**config.mk**
```make
export PLATFORM = sky130hd
export DESIGN_NAME = dmac_chain
export DESIGN_NICKNAME = d
export VERILOG_FILES = /design/src/rtl/dmac_pkg.sv /design/src/rtl/dmac_rst_sync.sv /design/src/rtl/dmac_csr.sv /design/src/rtl/dmac_ptr.sv /design/src/rtl/dmac_req.sv /design/src/rtl/dmac_chain.sv
export SDC_FILE = /design/constraint.sdc
export NUM_CORES = 1
export LEC_CHECK = 0
export BUFFER_PORTS_ARGS = -buffer_cell sky130_fd_sc_hd__buf_4
export CAP_MARGIN = 0
export CORE_AREA = 2 2 183 185
export CTS_BUF_LIST = sky130_fd_sc_hd__clkbuf_8
export DETAILED_ROUTE_END_ITERATION = 12
export DIE_AREA = 0 0 185 187
export MAX_ROUTING_LAYER = met4
export PLACE_DENSITY_LB_ADDON = 0.3
export SETUP_SLACK_MARGIN = 0.2
export SLEW_MARGIN = 20
export SYNTH_ARGS = -nofsm -noshare
export SYNTH_HDL_FRONTEND = slang
export SYNTH_SLANG_ARGS = --single-unit
```
**constraint.sdc**
```tcl
create_clock -name clk -period 7.57 [get_ports clk]
set_clock_uncertainty 0.05 [all_clocks]
set_input_delay 0.3785 -clock clk [delete_from_list [all_inputs] [get_ports clk]]
set_output_delay 0.3785 -clock clk [all_outputs]
set_load 0.05 [all_outputs]
```
**src/rtl/dmac_pkg.sv**
```systemverilog
package dmac_pkg;
  localparam int B_INT    = 0;
  localparam int B_ERR    = 1;
  localparam int B_IEN    = 4;
  localparam int B_SRST   = 7;
  localparam int B_DIR    = 8;
  localparam int B_EN     = 9;
  localparam int B_CYC    = 10;
  localparam int B_CNTEN  = 13;
  localparam int B_TC     = 14;
  localparam int B_BL     = 18;
  localparam int B_DISERR = 22;
  localparam int B_TCIDIS = 23;
  localparam int B_NEXT   = 24;
  localparam int B_ON     = 25;
  localparam int B_AL     = 26;
  localparam int B_NAL    = 27;
  localparam logic [3:0] DEV_ID = 4'hC;

  typedef struct packed {
    logic       en_next;
    logic       tci_dis;
    logic       dis_err;
    logic [1:0] burst;
    logic       tc;
    logic       en_cnt;
    logic       en_dma;
    logic       dir;
    logic       srst;
    logic       int_en;
    logic       err_pend;
    logic       int_pend;
  } ctrl_t;

  function automatic logic [4:0] burst_words(input logic [1:0] code);
    case (code)
      2'b00:   burst_words = 5'd4;
      2'b01:   burst_words = 5'd8;
      2'b10:   burst_words = 5'd1;
      default: burst_words = 5'd16;
    endcase
  endfunction
endpackage

```
**src/rtl/dmac_rst_sync.sv**
```systemverilog
module dmac_rst_sync (
  input  logic clk,
  input  logic rst_n,
  output logic srst_n
);
  logic [1:0] sync_q;

  always_ff @(posedge clk or negedge rst_n) begin
    if (!rst_n) sync_q <= 2'b00;
    else        sync_q <= {sync_q[0], 1'b1};
  end

  assign srst_n = sync_q[1];
endmodule

```
**src/rtl/dmac_csr.sv**
```systemverilog
module dmac_csr
  import dmac_pkg::*;
(
  input  logic        clk,
  input  logic        rst_n,
  input  logic        wr,
  input  logic [31:0] wdata,
  input  logic        tc_evt,
  input  logic        err_evt,
  output ctrl_t       ctrl
);
  ctrl_t ctrl_q, ctrl_d;
  logic  ctrl_en;
  logic  unused_wdata;

  assign unused_wdata = ^{wdata[31:25], wdata[21:20], wdata[17:15],
                          wdata[12:10], wdata[6:5], wdata[3:2]};

  always_comb begin
    ctrl_d = ctrl_q;
    if (wr) begin
      ctrl_d.int_en  = wdata[B_IEN];
      ctrl_d.srst    = wdata[B_SRST];
      ctrl_d.dir     = wdata[B_DIR];
      ctrl_d.en_dma  = wdata[B_EN];
      ctrl_d.en_cnt  = wdata[B_CNTEN];
      ctrl_d.burst   = wdata[B_BL+1:B_BL];
      ctrl_d.dis_err = wdata[B_DISERR];
      ctrl_d.tci_dis = wdata[B_TCIDIS];
      ctrl_d.en_next = wdata[B_NEXT];
      if (wdata[B_INT]) ctrl_d.int_pend = 1'b0;
      if (wdata[B_ERR]) ctrl_d.err_pend = 1'b0;
      if (wdata[B_TC])  ctrl_d.tc       = 1'b0;
    end
    if (tc_evt) begin
      ctrl_d.tc = 1'b1;
      if (ctrl_q.int_en && !ctrl_q.tci_dis) ctrl_d.int_pend = 1'b1;
    end
    if (err_evt) begin
      ctrl_d.err_pend = 1'b1;
      if (ctrl_q.int_en && !ctrl_q.dis_err) ctrl_d.int_pend = 1'b1;
    end
  end

  assign ctrl_en = wr | tc_evt | err_evt;

  always_ff @(posedge clk or negedge rst_n) begin
    if (!rst_n)       ctrl_q <= '0;
    else if (ctrl_en) ctrl_q <= ctrl_d;
  end

  assign ctrl = ctrl_q;
endmodule

```
**src/rtl/dmac_ptr.sv**
```systemverilog
module dmac_ptr #(
  parameter int AW     = 32,
  parameter int CNT_W  = 24,
  parameter int BEAT_W = 7
) (
  input  logic              clk,
  input  logic              rst_n,
  input  logic              wr_addr,
  input  logic              wr_cnt,
  input  logic [AW-1:0]     wdata,
  input  logic              en_next,
  input  logic              en_cnt,
  input  logic              srst,
  input  logic              beat,
  input  logic [BEAT_W-1:0] beat_bytes,
  output logic [AW-1:0]     cur_addr,
  output logic [CNT_W-1:0]  cur_cnt,
  output logic [AW-1:0]     nxt_addr,
  output logic              a_loaded,
  output logic              na_loaded,
  output logic              tc_evt
);
  localparam int APAD = AW - BEAT_W;
  localparam int CPAD = CNT_W - BEAT_W;

  logic [AW-1:0]    addr_q, addr_d, naddr_q, naddr_d;
  logic [CNT_W-1:0] cnt_q, cnt_d, ncnt_q, ncnt_d;
  logic             al_q, al_d, nal_q, nal_d;
  logic [AW-1:0]    step_a;
  logic [CNT_W-1:0] step_c;
  logic             hit, upd;

  assign step_a = {{APAD{1'b0}}, beat_bytes};
  assign step_c = {{CPAD{1'b0}}, beat_bytes};
  assign hit    = (cnt_q <= step_c);

  always_comb begin
    addr_d  = addr_q;
    cnt_d   = cnt_q;
    naddr_d = naddr_q;
    ncnt_d  = ncnt_q;
    al_d    = al_q;
    nal_d   = nal_q;
    tc_evt  = 1'b0;
    if (srst) begin
      addr_d  = '0;
      cnt_d   = '0;
      naddr_d = '0;
      ncnt_d  = '0;
      al_d    = 1'b0;
      nal_d   = 1'b0;
    end else begin
      if (beat) begin
        addr_d = addr_q + step_a;
        if (en_cnt) begin
          cnt_d = hit ? '0 : cnt_q - step_c;
          if (hit) begin
            tc_evt = 1'b1;
            if (en_next && nal_q) begin
              addr_d = naddr_q;
              cnt_d  = ncnt_q;
              nal_d  = 1'b0;
            end else begin
              al_d = 1'b0;
            end
          end
        end
      end
      if (wr_addr) begin
        if (en_next) begin
          naddr_d = wdata;
          nal_d   = 1'b1;
        end else begin
          addr_d = wdata;
          al_d   = 1'b1;
        end
      end
      if (wr_cnt) begin
        if (en_next) ncnt_d = wdata[CNT_W-1:0];
        else         cnt_d  = wdata[CNT_W-1:0];
      end
    end
  end

  assign upd = srst | beat | wr_addr | wr_cnt;

  always_ff @(posedge clk or negedge rst_n) begin
    if (!rst_n) begin
      addr_q  <= '0;
      cnt_q   <= '0;
      naddr_q <= '0;
      ncnt_q  <= '0;
      al_q    <= 1'b0;
      nal_q   <= 1'b0;
    end else if (upd) begin
      addr_q  <= addr_d;
      cnt_q   <= cnt_d;
      naddr_q <= naddr_d;
      ncnt_q  <= ncnt_d;
      al_q    <= al_d;
      nal_q   <= nal_d;
    end
  end

  assign cur_addr  = addr_q;
  assign cur_cnt   = cnt_q;
  assign nxt_addr  = naddr_q;
  assign a_loaded  = al_q;
  assign na_loaded = nal_q;
endmodule

```
**src/rtl/dmac_req.sv**
```systemverilog
module dmac_req
  import dmac_pkg::*;
(
  input  ctrl_t      ctrl,
  input  logic       a_loaded,
  output logic       dma_on,
  output logic       req_valid,
  output logic       req_dir,
  output logic [4:0] req_words
);
  logic err_stop;

  assign err_stop  = ctrl.err_pend & ~ctrl.dis_err;
  assign dma_on    = ctrl.en_dma & ~ctrl.srst & a_loaded & ~err_stop;
  assign req_valid = dma_on;
  assign req_dir   = ctrl.dir;
  assign req_words = burst_words(ctrl.burst);
endmodule

```
**src/rtl/dmac_chain.sv**
```systemverilog
module dmac_chain
  import dmac_pkg::*;
#(
  parameter int CNT_W  = 24,
  parameter int BEAT_W = 7
) (
  input  logic              clk,
  input  logic              rst_n,
  input  logic              reg_wr,
  input  logic [3:0]        reg_off,
  input  logic [31:0]       reg_wdata,
  output logic [31:0]       reg_rdata,
  input  logic              beat_done,
  input  logic [BEAT_W-1:0] beat_bytes,
  input  logic              err_in,
  output logic              req_valid,
  output logic              req_dir,
  output logic [4:0]        req_words,
  output logic [31:0]       req_addr,
  output logic              irq
);
  localparam int AW = 32;

  logic             srst_n;
  ctrl_t            ctrl;
  logic             wr_csr, wr_addr, wr_cnt;
  logic             beat, err_evt, tc_evt, dma_on;
  logic [AW-1:0]    cur_addr, nxt_addr;
  logic [CNT_W-1:0] cur_cnt;
  logic             a_loaded, na_loaded;
  logic [31:0]      csr_word;

  dmac_rst_sync u_rst (.clk(clk), .rst_n(rst_n), .srst_n(srst_n));

  assign wr_csr  = reg_wr && (reg_off == 4'd0);
  assign wr_addr = reg_wr && (reg_off == 4'd4);
  assign wr_cnt  = reg_wr && (reg_off == 4'd8);
  assign beat    = beat_done & dma_on;
  assign err_evt = err_in & ~ctrl.srst;

  dmac_csr u_csr (
    .clk(clk), .rst_n(srst_n), .wr(wr_csr), .wdata(reg_wdata),
    .tc_evt(tc_evt), .err_evt(err_evt), .ctrl(ctrl)
  );

  dmac_ptr #(.AW(AW), .CNT_W(CNT_W), .BEAT_W(BEAT_W)) u_ptr (
    .clk(clk), .rst_n(srst_n), .wr_addr(wr_addr), .wr_cnt(wr_cnt),
    .wdata(reg_wdata), .en_next(ctrl.en_next), .en_cnt(ctrl.en_cnt),
    .srst(ctrl.srst), .beat(beat), .beat_bytes(beat_bytes),
    .cur_addr(cur_addr), .cur_cnt(cur_cnt), .nxt_addr(nxt_addr),
    .a_loaded(a_loaded), .na_loaded(na_loaded), .tc_evt(tc_evt)
  );

  dmac_req u_req (
    .ctrl(ctrl), .a_loaded(a_loaded), .dma_on(dma_on),
    .req_valid(req_valid), .req_dir(req_dir), .req_words(req_words)
  );

  always_comb begin
    csr_word                = '0;
    csr_word[B_INT]         = ctrl.int_pend;
    csr_word[B_ERR]         = ctrl.err_pend;
    csr_word[B_IEN]         = ctrl.int_en;
    csr_word[B_SRST]        = ctrl.srst;
    csr_word[B_DIR]         = ctrl.dir;
    csr_word[B_EN]          = ctrl.en_dma;
    csr_word[B_CYC]         = req_valid;
    csr_word[B_CNTEN]       = ctrl.en_cnt;
    csr_word[B_TC]          = ctrl.tc;
    csr_word[B_BL+1:B_BL]   = ctrl.burst;
    csr_word[B_DISERR]      = ctrl.dis_err;
    csr_word[B_TCIDIS]      = ctrl.tci_dis;
    csr_word[B_NEXT]        = ctrl.en_next;
    csr_word[B_ON]          = dma_on;
    csr_word[B_AL]          = a_loaded;
    csr_word[B_NAL]         = na_loaded;
    csr_word[31:28]         = DEV_ID;
  end

  always_comb begin
    case (reg_off)
      4'd0:    reg_rdata = csr_word;
      4'd4:    reg_rdata = cur_addr;
      4'd8:    reg_rdata = {{(32-CNT_W){1'b0}}, cur_cnt};
      default: reg_rdata = '0;
    endcase
  end

  assign req_addr = cur_addr;
  assign irq      = ctrl.int_pend;
endmodule

```
* Yosys cells after proc, flatten, opt, wreduce, memory -nomap -nowiden
Index checks and enable logic that the tools add are counted.
** Cells by class
- Add/subtract/negate cells :: 2
- $lt $le $gt $ge :: 1
- Eq/ne operators :: 4
- Multiplexer cells :: 50
- Bitwise operators :: 14
- Reductions and logical operators :: 22
** Operators by type and width (count)
- two-way mux 32 bit :: 10
- two-way mux 24 bit :: 11
- one-hot mux 32 bit (3 select lines) :: 1
- adder 32 x 7 -> 32 bit :: 1
- two-way mux 1 bit :: 25
- less-or-equal comparator 24 x 7 -> 1 bit :: 1
- subtractor 24 x 7 -> 24 bit :: 1
- one-hot mux 5 bit (3 select lines) :: 1
- nonzero test 2 bit :: 7
- AND reduction 3 bit :: 4
- two-way mux 8 bit :: 1
- bitwise AND 1 bit :: 6
- logical AND 1 bit :: 6
- bitwise OR 1 bit :: 5
- equality test 4 x 3 -> 1 bit (second input constant) :: 1
- equality test 4 bit (second input constant) :: 1
- zero test 4 bit :: 1
- inverter 1 bit :: 3
- equality test 2 x 1 -> 1 bit (second input constant) :: 1
- equality test 2 bit (second input constant) :: 1
- zero test 1 bit :: 2
- zero test 2 bit :: 1
- two-way mux 2 bit :: 1
- AND reduction 2 bit :: 1
** Storage, ports and cells
- Flip-flop bits (word level) :: 129
- Input port bits :: 48
- Output and inout port bits :: 72
- Logic and storage cells :: 112

* Logic depth before layout (Yosys ltp)
Gate-level depths: netlist (run 1).
- Word-level depth :: 10
- Depth in mapped cells :: 12
- Mapped depth without buffers :: 10

* By module
A second synthesis (run 1) with hierarchy kept.
** Second synthesis, totals
- Cell total of the unflattened synthesis :: 1005
- Area total of the unflattened synthesis :: 8505.7 um^2
** By module, submodules not included
- dmac_ptr :: instances 1, cells each 890, area an instance 7280.7 um^2, sequential area each 2852.7 um^2
- dmac_chain :: instances 1, cells each 66, area an instance 564.3 um^2, sequential area each 0.0 um^2
- dmac_csr :: instances 1, cells each 35, area an instance 526.8 um^2, sequential area each 325.3 um^2
- dmac_req :: instances 1, cells each 11, area an instance 80.1 um^2, sequential area each 0.0 um^2
- dmac_rst_sync :: instances 1, cells each 3, area an instance 53.8 um^2, sequential area each 50.0 um^2

* Worst setup path before layout (run 1)
Ideal clock, no wire load.
- Path kind :: input to output
- Start point :: input port reg_off[2]
- End point :: output port reg_rdata[22]
- Arrival time :: 2.663 ns
- Data required time :: 7.141 ns
- Slack :: 4.478 ns
- Stages :: 5
- Path buffers :: 3
- Cells stage by stage :: clkbuf_1 > buf_1 > clkbuf_1 > mux2i_1 > o21ai_0
** Between the ends
- Cells in the longest elaborated chain, start to end :: 2
** RTL lines
- start, declared :: RTL line dmac_chain.sv:10 : input logic [3:0] reg_off,
- equality test 4 bit, or another cell as far along :: RTL line dmac_chain.sv:81 : case (reg_off)
- one-hot mux 32 bit (3 select lines) (*) :: RTL line dmac_chain.sv:81
- end, declared :: RTL line dmac_chain.sv:12 : output logic [31:0] reg_rdata,
Every way passes the cells marked *; elsewhere a longest branch is shown, timed or not.

* Final worst setup path (run 1)
- Start point :: register u_csr.ctrl_q, in the netlist u_csr.ctrl[12]
- End point :: register u_ptr.addr_q[18] (netlist: u_ptr.cur_addr[18])
** Between the ends
- Cells in the longest elaborated chain, start to end :: 8
** RTL lines
- start, declared :: RTL line dmac_csr.sv:12 : ctrl_t ctrl_q, ctrl_d;
- start signal, assigned :: RTL line dmac_csr.sv:49 : else if (ctrl_en) ctrl_q <= ctrl_d;
- logical AND 1 bit :: RTL line dmac_ptr.sv:59 : if (en_next && nal_q) begin
- two-way mux 32 bit :: RTL line dmac_ptr.sv:59
- two-way mux 32 bit :: RTL line dmac_ptr.sv:57 : if (hit) begin
- two-way mux 32 bit :: RTL line dmac_ptr.sv:55 : if (en_cnt) begin
- two-way mux 32 bit :: RTL line dmac_ptr.sv:53 : if (beat) begin
- two-way mux 32 bit :: RTL line dmac_ptr.sv:70 : if (en_next) begin
- two-way mux 32 bit (*) :: RTL line dmac_ptr.sv:69 : if (wr_addr) begin
- two-way mux 32 bit (*) :: RTL line dmac_ptr.sv:45 : if (srst) begin
- end signal, assigned :: RTL line dmac_ptr.sv:96 : addr_q <= addr_d;
- end, declared :: RTL line dmac_ptr.sv:26 : logic [AW-1:0] addr_q, addr_d, naddr_q, naddr_d;
Marked as above.
A chain may end at the register's enable or synchronous reset.

==> metrics, run 1 <==
outcome finished clean; synth top area cells dfrtp_1, nand2_1, o21ai_0; Num CTS Buffers 17; RSZ-0062 raised after global routing false; CP Cell Sequence and2_1 -> nand2_1 -> nor3_1 -> nand2_1 -> o311ai_0 -> a41oi_1 -> o22a_1; Via density around 5.5; max-slew violations 0; HPWL after detailed placement around 26 mm; Worst-Margin Slew between 1000 and 1500 ps; slowest cell on the critical path and2_1; Syn Inst Count approximately 990; Most used DFF post-synth dfrtp_1; Final Hold Violating Endpoints 0; final period utilization about half; area grow syn2layout 21.6%; Async S/R FF share, synth between 90% and 100%; Reg clk slew, reported paths approximately 100 ps; Arr. time, crit path roughly 4100 ps; mapped cell area 0.00807 mm²; I/O Pins 120; largest net degree at the start of global routing slightly above 50; CTS tree done; Period minus WS final ~3800 ps; crit path max fanout 19; final setup TNS 0 ps; antenna-violating nets left 0; Num Clock Sinks 129; First-pass DRT Iterations 7; first-pass GRT wire length 53.8 mm; # setup viols final 0; average wire per standard cell ~24 µm; worst min path class input pin to flip-flop; Synth cell types ~70; relative slew slack around 30%; core box area around 0.033 mm²; die width about 190 µm; synthesis-stage register bit count approximately 130; gr usage total 21.6%; H-Tree Depth 4; fmax approximately 270 MHz; synth warn 0; initial antenna violation count 0; n_diodes 0; clock latency on the worst-skew pair approximately 460 ps; LEAKAGE approximately 4.3 nW; vias in the first global route 8300; post-synth top area share between 40% and 50%; Layout Nets 1135; Post-synth EDFFs 0; Longest Clk Path Bufs 2; Crit. End Element flip-flop; share of cells above drive strength 1 17.0%; commonest cells in the netlist nand2_1, dfrtp_1, o21ai_0, nor2_1, clkbuf_1; routed via count 8492; WP data required between 7000 and 8000 ps; Critical Path Source Type flip-flop; DR iter-0 viols between 900 and 1k; Die Ht around 190 µm; DRC viols 0; Worst VDD drop about 0.097 mV; Routed WL between 30 and 40 mm; Syn Area/Cell 8.18 µm²; Die Footprint 0.0346 mm²; cell mode on critical path nand2_1; CP Class flip-flop to flip-flop; critical path's largest stage delay 810 ps; overflow left after global routing 0; Net Count, Synth about 1.1k; register area share after synthesis between 40% and 50%; Starting Density approximately a quarter; gpl congestion ~0.94; maxcap violations 0; power per cell area 196 mW/mm²; dominant cell type by area after synthesis dfrtp_1; most numerous cell in the Yosys netlist nand2_1; IO Port Bufs about 120; Row Count 67; Post-CTS Resized 0; root buffer cell clkbuf_8; Post-Route Utilization between 20% and 30%
==> registers in the layout (all words and copies together) (netlist names) <==
| register | count |
|---|---|
| u_ptr.cur_addr | 32 |
| u_ptr.nxt_addr | 32 |
| u_ptr.cur_cnt | 24 |
| u_ptr.ncnt_q | 24 |
| u_csr.ctrl | 13 |
| u_rst.sync_q | 2 |
| u_ptr.a_loaded | 1 |
| u_ptr.na_loaded | 1 |
==> timing repair <==
action                                  in CTS  in global routing
endpoints found under the setup margin       0                  0
hold buffers                                 1                  0
endpoints found under the hold margin        2                  0
buffers inserted                             0                  0
==> worst max-delay path, delay by kind of cell (launching register included) <==
| kind | cells | cell delay (ps) |
|---|---|---|
| and+or+nand+nor | 4 | 2030 |
| AOI/OAI and AO/OA | 3 | 970 |
| DFF | 1 | 600 |
==> cells by family (layout without fill, tap and decap cells) <==
family          after synthesis  after routing  share of synthesized area [%]
compound gates              325            325                           26.5
xor+xnor                      9              9                          0.977
fa+ha+maj                    16             16                           2.67
buf+inv                      85            183                           4.16
flops                       129            129                           40.0
mux                          25             25                           3.19
other cells                   2              2                         0.0931
simple gates                395            395                           22.4
==> placed cells by master (no fill, tap or decap), types with 11 or more instances in the layout <==
cell type / n
a21oi_1: 54
a22o_1: 22
a31oi_1: 12
buf_4: 132
clkbuf_8: 18
dfrtp_1: 128
ha_1: 14
inv_1: 19
mux2i_1: 22
nand2_1: 192
nand3_1: 28
nand4_1: 11
nor2_1: 71
nor3_1: 26
o21ai_0: 104
o221ai_1: 12
o22a_1: 13
or3_1: 12
==> through the flow <==
step	total power, mW	instances	hold slack (ps)	setup WS, ps	area, µm²
final	1.92	1532	92.8	3800	9810
after global routing	2.00	1532	90.8	3520	9810
after CTS	1.92	1532	78.7	3840	9810
after detailed placement	1.33	1499	113	3840	9430
after global placement	1.33	1499	112	3870	9420
after floorplan	1.13	986	32.9	3660	8070
==> layout make-up <==
cell class                 count  area [µm²]
tap                          448         561
inverter                      18        67.6
multi-input combinational    772        4580
fill                        3600       23000
clock inverter                14         128
timing repair buffer         133        1000
clock buffer                  18         248
sequential                   129        3230
==> routing by layer <==
layer | vias up | part of all wire, % | GRT usage (%) | wire length (µm)
li1 | 3812 | - | - | -
met1 | 4150 | 42 | 28.4 | 15200
met2 | 452 | 46 | 32.7 | 16800
met3 | 78 | 8.0 | 3.84 | 2910
met4 | 0 | 3.8 | 8.61 | 1400
met5 | - | 0 | - | 0
==> path summary, 6_finish.rpt <==
kind,start,endpoint,cells past startpoint,slack [ps]
max in group asynchronous,u_rst.sync_q[1]$_DFF_PN0_,u_ptr.cur_cnt[9]$_DFFE_PN0P_,1,6170
min,reg_wdata[26],u_ptr.nxt_addr[26]$_DFFE_PN0P_,2,90
min reg2reg,u_rst.sync_q[1]$_DFF_PN0_,u_ptr.nxt_addr[29]$_DFFE_PN0P_,0,230
max reg2reg,u_csr.ctrl[12]$_DFFE_PN0P_,u_ptr.cur_addr[18]$_DFFE_PN0P_,7,3800
max,u_csr.ctrl[12]$_DFFE_PN0P_,u_ptr.cur_addr[18]$_DFFE_PN0P_,7,3800
min in group asynchronous,rst_n,u_rst.sync_q[1]$_DFF_PN0_,2,170
==> report_power, final <==
part           switching [mW]  internal (mW)
logic                   0.318          0.128
clock network           0.321          0.272
registers              0.0960          0.786
(Power assumes the default switching activity.)
==> inputs of run 2 (changes only) <==
==> constraint.sdc (replaced) <==
create_clock -name clk -period 3.6 [get_ports clk]
set_clock_uncertainty 0.05 [all_clocks]
set_input_delay 0.18 -clock clk [delete_from_list [all_inputs] [get_ports clk]]
set_output_delay 0.18 -clock clk [all_outputs]
set_load 0.05 [all_outputs]
==> run 2 against run 1 <==
Net effect: maximum frequency grew 16%; largest cell class unchanged; register-to-register slack lost 3500 ps; hold slack lost 19 ps; utilization grew 1.7 points; global-route usage grew 0.32 points; critical endpoint unchanged; via count grew 2.3%; sequential power grew 110%; count of clock-buffer cells in the layout grew 1.
==> metrics, run 2 (synthesis gave the netlist of run 1 again) <==
Row Count 67 (unchanged); share of cells above drive strength 1 18.4% (was 17.0%); largest net degree at the start of global routing 80 (was 51); Int Power 2.62 mW (was 1.19 mW); most frequent cells in the layout nand2_1, buf_4, dfrtp_1 (unchanged); Final Hold Violating Endpoints 0 (unchanged); switching share of total power 36.8% (was 38.2%); vias in the first global route 8315 (was 8300); first-pass GRT wire length 54.4 mm (was 53.8 mm); LEAKAGE 4.58 nW (was 4.29 nW); overflow left after global routing 0 (unchanged); commonest non-fill, non-tap cell in the layout nand2_1 (unchanged); HPWL after detailed placement 27.5 mm (was 26.0 mm); die width 185 µm (unchanged); Via density 5.45 (was 5.54); area grow syn2layout 28.7% (was 21.6%); maxcap violations 0 (unchanged); DR iter-0 viols 921 (was 901); fmax 307 MHz (was 265 MHz); core box area 0.0329 mm² (unchanged); routed via count 8689 (was 8492); CP Class flip-flop to flip-flop (unchanged); Worst-Margin Slew 941 ps (was 1050 ps); Worst VDD drop 0.201 mV (was 0.0969 mV); slowest cell on the critical path o311ai_0 (was and2_1); Arr. time, crit path 3550 ps (was 4080 ps); Period minus WS final 3250 ps (was 3770 ps); n_diodes 0 (unchanged); DRC viols 0 (unchanged); gpl congestion 0.933 (was 0.940); RSZ-0062 raised after global routing false (unchanged); CP Cell Sequence or4_4 -> or3_4 -> nor3_1 -> nand2_1 -> buf_4 -> o311ai_0 -> a41oi_1 -> o22a_1 (was and2_1 -> nand2_1 -> nor3_1 -> nand2_1 -> o311ai_0 -> a41oi_1 -> o22a_1); Critical Path Source Type flip-flop (unchanged); crit-path leading delay family simple AND/OR/NAND/NOR gates (unchanged); outcome finished clean (unchanged); Switch Pwr 1.53 mW (was 0.735 mW); relative slew slack 37.3% (was 29.7%); Routed WL 37.0 mm (was 36.3 mm); worst min path class input pin to flip-flop (unchanged); critical path buffer and inverter count 1 (was 0); I/O Pins 120 (unchanged); # setup viols final 0 (unchanged); power per cell area 399 mW/mm² (was 196 mW/mm²); average wire per standard cell 23.2 µm (was 23.7 µm); WP data required 3900 ps (was 7880 ps); final period utilization 90.4% (was 49.8%); Die Footprint 0.0346 mm² (unchanged); Longest Clk Path Bufs 2 (unchanged); root buffer cell clkbuf_8 (unchanged); gr usage total 21.9% (was 21.6%); critical path's largest stage delay 630 ps (was 810 ps); max-slew violations 0 (unchanged); initial antenna violation count 0 (unchanged); Comb pwr share 24.2% (was 23.2%); Num CTS Buffers 17 (unchanged); IO Port Bufs 118 (unchanged); H-Tree Depth 4 (unchanged); Starting Density 24.6% (unchanged); postcts setup bufs 0 (unchanged); fillers 3567 (was 3600); Die Ht 187 µm (unchanged); CTS tree done (unchanged); share of power burned in registers 44.6% (was 45.9%); Crit. End Element flip-flop (unchanged); register cell area after layout 0.00323 mm² (unchanged); Clock Power Share 31.2% (was 30.9%); area of the multi-input gates 0.00457 mm² (was 0.00458 mm²); clock latency on the worst-skew pair 470 ps (was 460 ps); PnR Total Power 4.15 mW (was 1.92 mW); antenna-violating nets left 0 (unchanged); final setup TNS 0 ps (unchanged); Reg clk slew, reported paths 80 ps (was 100 ps); First-pass DRT Iterations 5 (was 7); crit path max fanout 16 (was 19); Num Clock Sinks 129 (unchanged); Layout Nets 1197 (was 1135)
## run 2: cell types whose count changed in the layout (fill, tap and decap cells not counted), moves of 2 or more
cell           before  now
buf_4             132  161
a21oi_2             3    1
a21oi_1            54   56
dlygate4sd3_1       1   33
inv_6               6    2
## run 2: final cells by class
type	count	share of cell area (%)
inverter	18	0.651
clock buffer	19	2.52
multi-input combinational	772	44.0
tap	448	5.40
clock inverter	13	1.31
timing repair buffer	195	15.0
sequential	129	31.1
## run 2: final timing paths
kind	startpoint	end	slack [ps]	depth (start not counted)
setup / recovery	u_ptr.cur_cnt[16]$_DFFE_PN0P_	u_ptr.cur_addr[18]$_DFFE_PN0P_	350	8
hold / removal	err_in	u_csr.ctrl[1]$_DFFE_PN0P_	70	3
setup reg to reg	u_ptr.cur_cnt[16]$_DFFE_PN0P_	u_ptr.cur_addr[18]$_DFFE_PN0P_	350	8
hold reg to reg	u_rst.sync_q[1]$_DFF_PN0_	u_ptr.cur_addr[29]$_DFFE_PN0P_	320	0
max in group asynchronous	u_rst.sync_q[1]$_DFF_PN0_	u_ptr.cur_cnt[7]$_DFFE_PN0P_	2250	1
min in group asynchronous	u_rst.sync_q[1]$_DFF_PN0_	u_ptr.cur_addr[29]$_DFFE_PN0P_	320	0
## run 2: worst min-delay path, stage by stage
cell and delay, ps:
buf_4 90, nand2_1 150, nand2_1 110
## run 2: metrics by stage
step | setup WS [ps] | cells | util [%] | hold WS [ps] | area, µm²
global route | 234 | 1594 | 31.6 | 34.6 | 10400
CTS | 341 | 1594 | 31.6 | 40.2 | 10400
detailed placement | 367 | 1529 | 29.4 | -82.5 | 9660
floorplan | 631 | 986 | - | -166 | 8070
finish | 347 | 1594 | 31.6 | 73.8 | 10400
global placement | 408 | 1529 | 29.4 | -87.3 | 9660
## run 2: timing repair
item	in CTS	in global routing
resized for setup	0	0
endpoints found under the hold margin	51	0
hold buffers	33	0
## run 2: power by group through the flow
| stage | sequential (mW) | clock (mW) | combinational [mW] |
|---|---|---|---|
| finish | 1.85 | 1.29 | 1.00 |
| global route | 1.87 | 1.38 | 1.09 |
| CTS | 1.84 | 1.32 | 0.996 |
| detailed placement | 1.87 | 0 | 0.965 |
| global placement | 1.87 | 0 | 0.955 |
| floorplan | 1.84 | 0 | 0.528 |
## run 2: metal layers
metal,global-route usage (%),up-vias,routed length [µm]
li1,-,3945,-
met1,27.9,4270,15500
met2,33.7,393,17300
met3,4.60,81,2930
met4,8.79,0,1280
met5,-,-,0
